--- src/rtl/flash_dec_pkg.sv ---
package flash_dec_pkg;

  typedef enum logic [1:0] {
    FM_ARRAY = 2'd0,
    FM_ID    = 2'd1,
    FM_BOOT  = 2'd2
  } fmode_e;

  typedef enum logic [1:0] {
    SQ_IDLE = 2'd0,
    SQ_KEY1 = 2'd1,
    SQ_KEY2 = 2'd2
  } seq_e;

  localparam logic [15:0] KEY1_OFF = 16'h5555;
  localparam logic [15:0] KEY2_OFF = 16'h2AAA;
  localparam logic [7:0]  KEY1_VAL = 8'hAA;
  localparam logic [7:0]  KEY2_VAL = 8'h55;

  // primary table
  localparam logic [7:0] CMD_ALT   = 8'h80;
  localparam logic [7:0] CMD_ID    = 8'h90;
  localparam logic [7:0] CMD_ARRAY = 8'hF0;
  // alternate table
  localparam logic [7:0] ACMD_ERASE = 8'h10;
  localparam logic [7:0] ACMD_UNPROT = 8'h20;
  localparam logic [7:0] ACMD_BOOT  = 8'h40;
  localparam logic [7:0] ACMD_ID    = 8'h60;

  localparam int REPLAY_MAX = 3;

  localparam int LANE_BOTH = 0;
  localparam int LANE_EVEN = 1;
  localparam int LANE_ODD  = 2;

  function automatic logic lane_hit(int lane, logic a0);
    return (lane == LANE_BOTH) || (lane == LANE_EVEN && !a0) || (lane == LANE_ODD && a0);
  endfunction

  function automatic logic [7:0] id_byte(logic [15:0] pid, logic at0, logic at1);
    if (at0) return pid[15:8];
    if (at1) return pid[7:0];
    return 8'hFE;
  endfunction

endpackage

--- src/rtl/flash_dec_seq.sv ---
module flash_dec_seq
  import flash_dec_pkg::*;
#(
  parameter int DEV_AW = 18
) (
  input  logic                                  clk,
  input  logic                                  rst_n,
  input  logic                                  acc,
  input  logic [DEV_AW-1:0]                     off,
  input  logic [7:0]                            din,
  output logic [1:0]                            push_cnt,
  output logic [REPLAY_MAX-1:0][DEV_AW-1:0]     push_addr,
  output logic [REPLAY_MAX-1:0][7:0]            push_data,
  output logic                                  cmd_set,
  output fmode_e                                cmd_mode
);

  seq_e seq_q, seq_d;
  logic alt_q, alt_d;
  logic is_k1, is_k2;

  assign is_k1 = (off == DEV_AW'(KEY1_OFF));
  assign is_k2 = (off == DEV_AW'(KEY2_OFF));

  always_comb begin
    seq_d     = seq_q;
    alt_d     = alt_q;
    push_cnt  = 2'd0;
    push_addr = '0;
    push_data = '0;
    cmd_set   = 1'b0;
    cmd_mode  = FM_ARRAY;
    if (acc) begin
      case (seq_q)
        SQ_IDLE: begin
          if (din == KEY1_VAL && is_k1) begin
            seq_d = SQ_KEY1;
          end else begin
            push_cnt     = 2'd1;
            push_addr[0] = off;
            push_data[0] = din;
          end
        end
        SQ_KEY1: begin
          seq_d = SQ_IDLE;
          if (din == KEY2_VAL && is_k2) begin
            seq_d = SQ_KEY2;
          end else begin
            push_cnt     = 2'd2;
            push_addr[0] = DEV_AW'(KEY1_OFF);
            push_data[0] = KEY1_VAL;
            push_addr[1] = off;
            push_data[1] = din;
          end
        end
        SQ_KEY2: begin
          seq_d = SQ_IDLE;
          if (is_k1) begin
            if (alt_q) begin
              case (din)
                ACMD_ERASE, ACMD_UNPROT: alt_d = 1'b0;
                ACMD_BOOT: begin
                  cmd_set  = 1'b1;
                  cmd_mode = FM_BOOT;
                  alt_d    = 1'b0;
                end
                ACMD_ID: begin
                  cmd_set  = 1'b1;
                  cmd_mode = FM_ID;
                  alt_d    = 1'b0;
                end
                default: ;
              endcase
            end else begin
              case (din)
                CMD_ALT: alt_d = 1'b1;
                CMD_ID: begin
                  cmd_set  = 1'b1;
                  cmd_mode = FM_ID;
                end
                CMD_ARRAY: begin
                  cmd_set  = 1'b1;
                  cmd_mode = FM_ARRAY;
                end
                default: ;
              endcase
            end
          end else begin
            push_cnt     = 2'd3;
            push_addr[0] = DEV_AW'(KEY1_OFF);
            push_data[0] = KEY1_VAL;
            push_addr[1] = DEV_AW'(KEY2_OFF);
            push_data[1] = KEY2_VAL;
            push_addr[2] = off;
            push_data[2] = din;
          end
        end
        default: seq_d = SQ_IDLE;
      endcase
    end
  end

  always_ff @(posedge clk) begin
    if (!rst_n) begin
      seq_q <= SQ_IDLE;
      alt_q <= 1'b0;
    end else begin
      seq_q <= seq_d;
      alt_q <= alt_d;
    end
  end

endmodule

--- src/rtl/flash_dec_replayq.sv ---
module flash_dec_replayq #(
  parameter int DEV_AW = 18,
  parameter int DEPTH  = 3,
  localparam int CW    = $clog2(DEPTH + 1)
) (
  input  logic                          clk,
  input  logic                          rst_n,
  input  logic [CW-1:0]                 ld_cnt,
  input  logic [DEPTH-1:0][DEV_AW-1:0]  ld_addr,
  input  logic [DEPTH-1:0][7:0]         ld_data,
  output logic                          pop_v,
  output logic [DEV_AW-1:0]             pop_addr,
  output logic [7:0]                    pop_data,
  output logic                          busy
);

  logic [DEPTH-1:0][DEV_AW-1:0] slot_addr;
  logic [DEPTH-1:0][7:0]        slot_data;
  logic [CW-1:0]                cnt;

  assign pop_v    = (cnt != '0);
  assign busy     = pop_v;
  assign pop_addr = slot_addr[0];
  assign pop_data = slot_data[0];

  always_ff @(posedge clk) begin
    if (!rst_n) begin
      cnt       <= '0;
      slot_addr <= '0;
      slot_data <= '0;
    end else if (ld_cnt != '0) begin
      cnt       <= ld_cnt;
      slot_addr <= ld_addr;
      slot_data <= ld_data;
    end else if (pop_v) begin
      cnt <= cnt - 1'b1;
      for (int i = 0; i < DEPTH - 1; i++) begin
        slot_addr[i] <= slot_addr[i+1];
        slot_data[i] <= slot_data[i+1];
      end
      slot_addr[DEPTH-1] <= '0;
      slot_data[DEPTH-1] <= '0;
    end
  end

endmodule

--- src/rtl/flash_dec_mode.sv ---
module flash_dec_mode
  import flash_dec_pkg::*;
#(
  parameter int DEV_AW = 18
) (
  input  logic              clk,
  input  logic              rst_n,
  input  logic              cmd_set,
  input  fmode_e            cmd_mode,
  input  logic              pop_v,
  input  logic [DEV_AW-1:0] pop_addr,
  input  logic [7:0]        pop_data,
  output fmode_e            mode_q,
  output logic              fwd_we,
  output logic [DEV_AW-1:0] fwd_addr,
  output logic [7:0]        fwd_data
);

  logic ev_store;
  logic ev_boot_exit;

  assign ev_store     = pop_v && (mode_q == FM_ARRAY);
  assign ev_boot_exit = pop_v && (mode_q == FM_BOOT);

  always_ff @(posedge clk) begin
    if (!rst_n) begin
      mode_q   <= FM_ARRAY;
      fwd_we   <= 1'b0;
      fwd_addr <= '0;
      fwd_data <= '0;
    end else begin
      fwd_we <= ev_store;
      if (ev_store) begin
        fwd_addr <= pop_addr;
        fwd_data <= pop_data;
      end
      if (cmd_set) begin
        mode_q <= cmd_mode;
      end else if (ev_boot_exit) begin
        mode_q <= FM_ARRAY;
      end
    end
  end

endmodule

--- src/rtl/flash_cmd_decoder.sv ---
module flash_cmd_decoder
  import flash_dec_pkg::*;
#(
  parameter int          ADDR_W     = 24,
  parameter int          DEV_AW     = 18,
  parameter int          LANE       = LANE_EVEN,
  parameter logic [15:0] PRODUCT_ID = 16'hDA45
) (
  input  logic              clk,
  input  logic              rst_n,
  input  logic              wr_en,
  input  logic [ADDR_W-1:0] wr_addr,
  input  logic [7:0]        wr_data,
  output logic              wr_ready,
  input  logic [ADDR_W-1:0] rd_addr,
  output logic [7:0]        rd_data,
  output logic [DEV_AW-1:0] arr_addr,
  input  logic [7:0]        arr_rdata,
  output logic [1:0]        mode,
  output logic              fwd_we,
  output logic [DEV_AW-1:0] fwd_addr,
  output logic [7:0]        fwd_data
);

  localparam int SHIFT = (LANE == LANE_BOTH) ? 0 : 1;
  localparam int QCW   = $clog2(REPLAY_MAX + 1);

  function automatic logic [DEV_AW-1:0] to_off(logic [ADDR_W-1:0] a);
    return DEV_AW'(a >> SHIFT);
  endfunction

  logic                              wr_hit, rd_hit, acc, q_busy;
  logic [DEV_AW-1:0]                 wr_off, rd_off;
  logic [1:0]                        push_cnt;
  logic [REPLAY_MAX-1:0][DEV_AW-1:0] push_addr;
  logic [REPLAY_MAX-1:0][7:0]        push_data;
  logic                              cmd_set;
  fmode_e                            cmd_mode, mode_q;
  logic                              pop_v;
  logic [DEV_AW-1:0]                 pop_addr;
  logic [7:0]                        pop_data;

  assign wr_hit   = lane_hit(LANE, wr_addr[0]);
  assign rd_hit   = lane_hit(LANE, rd_addr[0]);
  assign wr_off   = to_off(wr_addr);
  assign rd_off   = to_off(rd_addr);
  assign wr_ready = !q_busy;
  assign acc      = wr_en && wr_ready && wr_hit;

  flash_dec_seq #(.DEV_AW(DEV_AW)) u_seq (
    .clk(clk), .rst_n(rst_n), .acc(acc), .off(wr_off), .din(wr_data),
    .push_cnt(push_cnt), .push_addr(push_addr), .push_data(push_data),
    .cmd_set(cmd_set), .cmd_mode(cmd_mode)
  );

  flash_dec_replayq #(.DEV_AW(DEV_AW), .DEPTH(REPLAY_MAX)) u_q (
    .clk(clk), .rst_n(rst_n), .ld_cnt(QCW'(push_cnt)), .ld_addr(push_addr),
    .ld_data(push_data), .pop_v(pop_v), .pop_addr(pop_addr),
    .pop_data(pop_data), .busy(q_busy)
  );

  flash_dec_mode #(.DEV_AW(DEV_AW)) u_mode (
    .clk(clk), .rst_n(rst_n), .cmd_set(cmd_set), .cmd_mode(cmd_mode),
    .pop_v(pop_v), .pop_addr(pop_addr), .pop_data(pop_data),
    .mode_q(mode_q), .fwd_we(fwd_we), .fwd_addr(fwd_addr), .fwd_data(fwd_data)
  );

  assign mode     = mode_q;
  assign arr_addr = rd_off;

  always_comb begin
    if (!rd_hit) begin
      rd_data = 8'hFF;
    end else begin
      case (mode_q)
        FM_ARRAY: rd_data = arr_rdata;
        FM_ID:    rd_data = id_byte(PRODUCT_ID, rd_off == '0, rd_off == DEV_AW'(1));
        default:  rd_data = 8'hFF;
      endcase
    end
  end

endmodule

--- config.mk ---
export PLATFORM = sky130hd
export DESIGN_NAME = flash_cmd_decoder
export DESIGN_NICKNAME = d
export VERILOG_FILES = /design/src/rtl/flash_dec_pkg.sv /design/src/rtl/flash_dec_seq.sv /design/src/rtl/flash_dec_replayq.sv /design/src/rtl/flash_dec_mode.sv /design/src/rtl/flash_cmd_decoder.sv
export SDC_FILE = /design/constraint.sdc
export NUM_CORES = 1
export LEC_CHECK = 0
export BUFFER_PORTS_ARGS = -buffer_cell sky130_fd_sc_hd__buf_2
export CAP_MARGIN = 10
export CELL_PAD_IN_SITES_DETAIL_PLACEMENT = 1
export CELL_PAD_IN_SITES_GLOBAL_PLACEMENT = 1
export CORE_MARGIN = 3
export CORE_UTILIZATION = 39
export CTS_CLUSTER_SIZE = 14
export DETAILED_ROUTE_END_ITERATION = 8
export PLACE_DENSITY = 0.81
export SLEW_MARGIN = 20
export SYNTH_ARGS = -nofsm -noshare
export SYNTH_HDL_FRONTEND = slang
export SYNTH_SLANG_ARGS = --single-unit
--- constraint.sdc ---
create_clock -name clk -period 3.3 [get_ports clk]
set_clock_uncertainty 0.1 [all_clocks]
set_input_delay 0.33 -clock clk [delete_from_list [all_inputs] [get_ports clk]]
set_output_delay 0.33 -clock clk [all_outputs]
set_load 0.005 [all_outputs]
==> impl_results.md <==
* Pleak at 2.22 nW
* DPL Wire Length at 11200 µm
* Status: finished, final reports clean
* Critical path startpoint category: flop
* Total wire length at 16100 µm
* Final GP Congestion at 0.839
* Clock tree buffer depth at 2
* Post-Place Worst Slack at 0.0287 ns
* Largest fanout on the critical path at 13
* Crit share post-route at 0.921
* Most frequent cells in the layout: buf_2 (112), dfxtp_1 (112), nand2_1 (68)
* CP Cell Sequence: ha_1 -> nor4bb_1 -> and2_1 -> o21a_2 -> nor2_1 -> buf_4 -> a22oi_1 -> a21oi_1
* Total of max-cap violations at 0
* Post-synth EDFFs at 0
* # fillers at 1500
* Die Y at 119 µm
* Initial antenna violation count at 0
* Post-layout net count at 714
* Register area share after synthesis at 0.453
* Multi-input gate area at 2330 µm²
* CTS tree: yes
* Crit path DAT at 3.16 ns
* Fmax at 329 MHz
* Required @ worst endpoint at 3.42 ns
* Root buf cell: clkbuf_16
* Initial cell density of the core at 0.405
* Pre-Repair DR Iteration Count at 8
* FF+latch count, synth at 112
* Syn_area_per_cell at 8.75 µm²
* Setup repair after global routing missed its margin: no
* Initial DRC Count at 438
* Least-Margin Pin Slew at 1.05 ns
* Ys flop type: dfxtp_1
* Die Area at 14100 µm²
* Hold Path Class: in2reg
* Synthesis-to-layout area growth at 17.7%
* Fin Setup TNS at 0 ns
* Total power at 0.00394 W
* CP endpoint kind: flop
* Core area at 12200 µm²
* CTS Buf Count at 9
* Hold buffer count at cts at 0
* Mapped cell area at 4940 µm²
* ANT cells at 0
* Worst path max stage delay at 0.61 ns
* Setup Buffers After CTS at 0
* Tmin final at 3.04 ns
* Async S/R FF share, synth at 0
* Routed wire per std cell at 19.8 µm
* Fin. Hold Viols at 0
* Synth cell types at 55
* Pin count of the biggest net entering global routing at 83
* Vias at 4798
* Mapped Cells at 565
* Gr ovfl total at 0
* Crit path kind: reg2reg
* GRT Total Usage at 0.227
* Slowest CP cell: nor4bb_1
* Syn_nets at 638
* ANT nets after route at 0
* Port bufs at 112
* Die X at 119 µm
* I/O pin count at 123
* Max Slew Vio Count at 0
* Final instance area at 5820 µm²
* Power density over the cells at 677 nW/µm²
* CTS Sinks at 112
* Critical path buffers and inverters at 1
* Seq. cell area at 2240 µm²
* Share of cells above drive strength 1 at 0.246
* Remaining DRCs at 0
* Peak supply drop at 378 µV
* Cell family with most CP delay: simple AND/OR/NAND/NOR gates
* Final setup fails at 0
* Synth warn at 0
* Worst Slack Setup Final at 0.262 ns
* Rows at 40
* First-pass GRT wire length at 25800 µm
* Clk pin slew, worst setup/hold paths at 0.07 ns
* DP Area at 5510 µm²
* Number of vias per cell at 5.89
* CTS H-Tree Depth at 3
* Max_slew headroom at 0.299
* Clock Latency Late Sink at 0.36 ns
* Vias in the first global route at 4842
## cells by family (layout without fill, tap and decap cells)
group | Yosys count | after routing | synth area share
AND/OR/NAND/NOR | 201 | 201 | 0.201
XOR/XNOR | 2 | 2 | 0.00354
multiplexers | 6 | 6 | 0.0124
adder cells (fa/ha/maj) | 6 | 6 | 0.0152
flip-flops | 112 | 112 | 0.453
AO/OA/AOI/OAI | 165 | 165 | 0.237
buffers and inverters | 73 | 154 | 0.0777
## cells in the mapped netlist, types with 2 or more instances
library cell	number	area (µm²)
a32oi_1	8	70.1
nor3_1	7	35.0
nor2_1	66	248
o21a_1	3	22.5
nand3_1	6	30.0
or4_4	2	22.5
nand4_1	6	37.5
a21oi_1	48	240
nand2_1	68	255
buf_4	19	143
a221oi_1	11	96.3
nand4b_1	2	17.5
dfxtp_1	112	2240
a31oi_1	3	18.8
and2_1	6	37.5
or4b_2	2	20.0
nor4_1	9	56.3
a22oi_1	30	225
nor4bb_1	4	40.0
o2bb2ai_1	9	78.8
nor3b_1	2	15.0
a222oi_1	25	250
buf_1	3	11.3
nand2b_1	3	18.8
nand3b_1	4	30.0
mux2i_1	5	50.1
clkbuf_1	35	131
nor4b_1	3	26.3
o21ai_0	21	105
inv_1	9	33.8
ha_1	6	75.1
buf_6	5	56.3
## flip-flops by register name, summed over array words and instances (netlist names)
register         count
u_seq.alt_q          1
u_q.pop_data         8
u_q.slot_data       16
u_mode.mode_q        2
u_mode.fwd_data      8
u_q.slot_addr       36
u_q.pop_addr        18
u_mode.fwd_addr     18
u_q.cnt              2
u_seq.seq_q          2
u_mode.fwd_we        1
## routing by layer
layer  global-route usage  up-vias  wire length (µm)
met4               0.0608        0               227
met5                    0        -                 0
li1                     -     2223                 -
met1                0.281     2392              6700
met2                0.397      167              8230
met3               0.0512       16               954
## area by class of cell
type / count / share of cell area
Multi-Input combinational cell: 380 / 0.401
Inverter: 10 / 0.00645
Clock inverter: 7 / 0.0133
Timing Repair Buffer: 128 / 0.119
Sequential cell: 112 / 0.385
Clock buffer: 9 / 0.0387
Tap cell: 168 / 0.0361
## repair_timing
item	CTS	global route
setup endpoints to repair	2	47
cloned	0	0
resized for setup	1	2
## worst reg2reg max path, stage by stage, from the launching register on
cell      delay (ns)
dfxtp_1         0.34
ha_1            0.20
nor4bb_1        0.61
and2_1          0.48
o21a_2          0.43
nor2_1          0.19
buf_4           0.23
a22oi_1         0.21
a21oi_1         0.12
## power breakdown
| part | internal, W | switching (W) |
|---|---|---|
| Combinational | 0.000360 | 0.000911 |
| Sequential | 0.00147 | 0.0000672 |
| Clock | 0.000598 | 0.000535 |
## worst paths after layout
kind | start | end | slack (ns) | cells after the start
worst max-delay path | u_seq.seq_q[0] | u_q.pop_addr[4] | 0.26 | 8
worst min-delay path | wr_addr[18] | u_q.slot_addr[35] | 0.16 | 3
worst max register to register | u_seq.seq_q[0] | u_q.pop_addr[4] | 0.26 | 8
worst min register to register | u_mode.fwd_addr[15] | u_mode.fwd_addr[15] | 0.35 | 2
## per-stage QoR
| stage | hold WS [ns] | utilization | std cells |
|---|---|---|---|
| after floorplan | 0.329 | - | 565 |
| after global placement | 0.339 | 0.451 | 798 |
| after detailed placement | 0.343 | 0.451 | 798 |
| after CTS | 0.157 | 0.476 | 814 |
| after global routing | 0.168 | 0.477 | 814 |
| final | 0.164 | 0.477 | 814 |
Power figures use the tool's default switching activity.
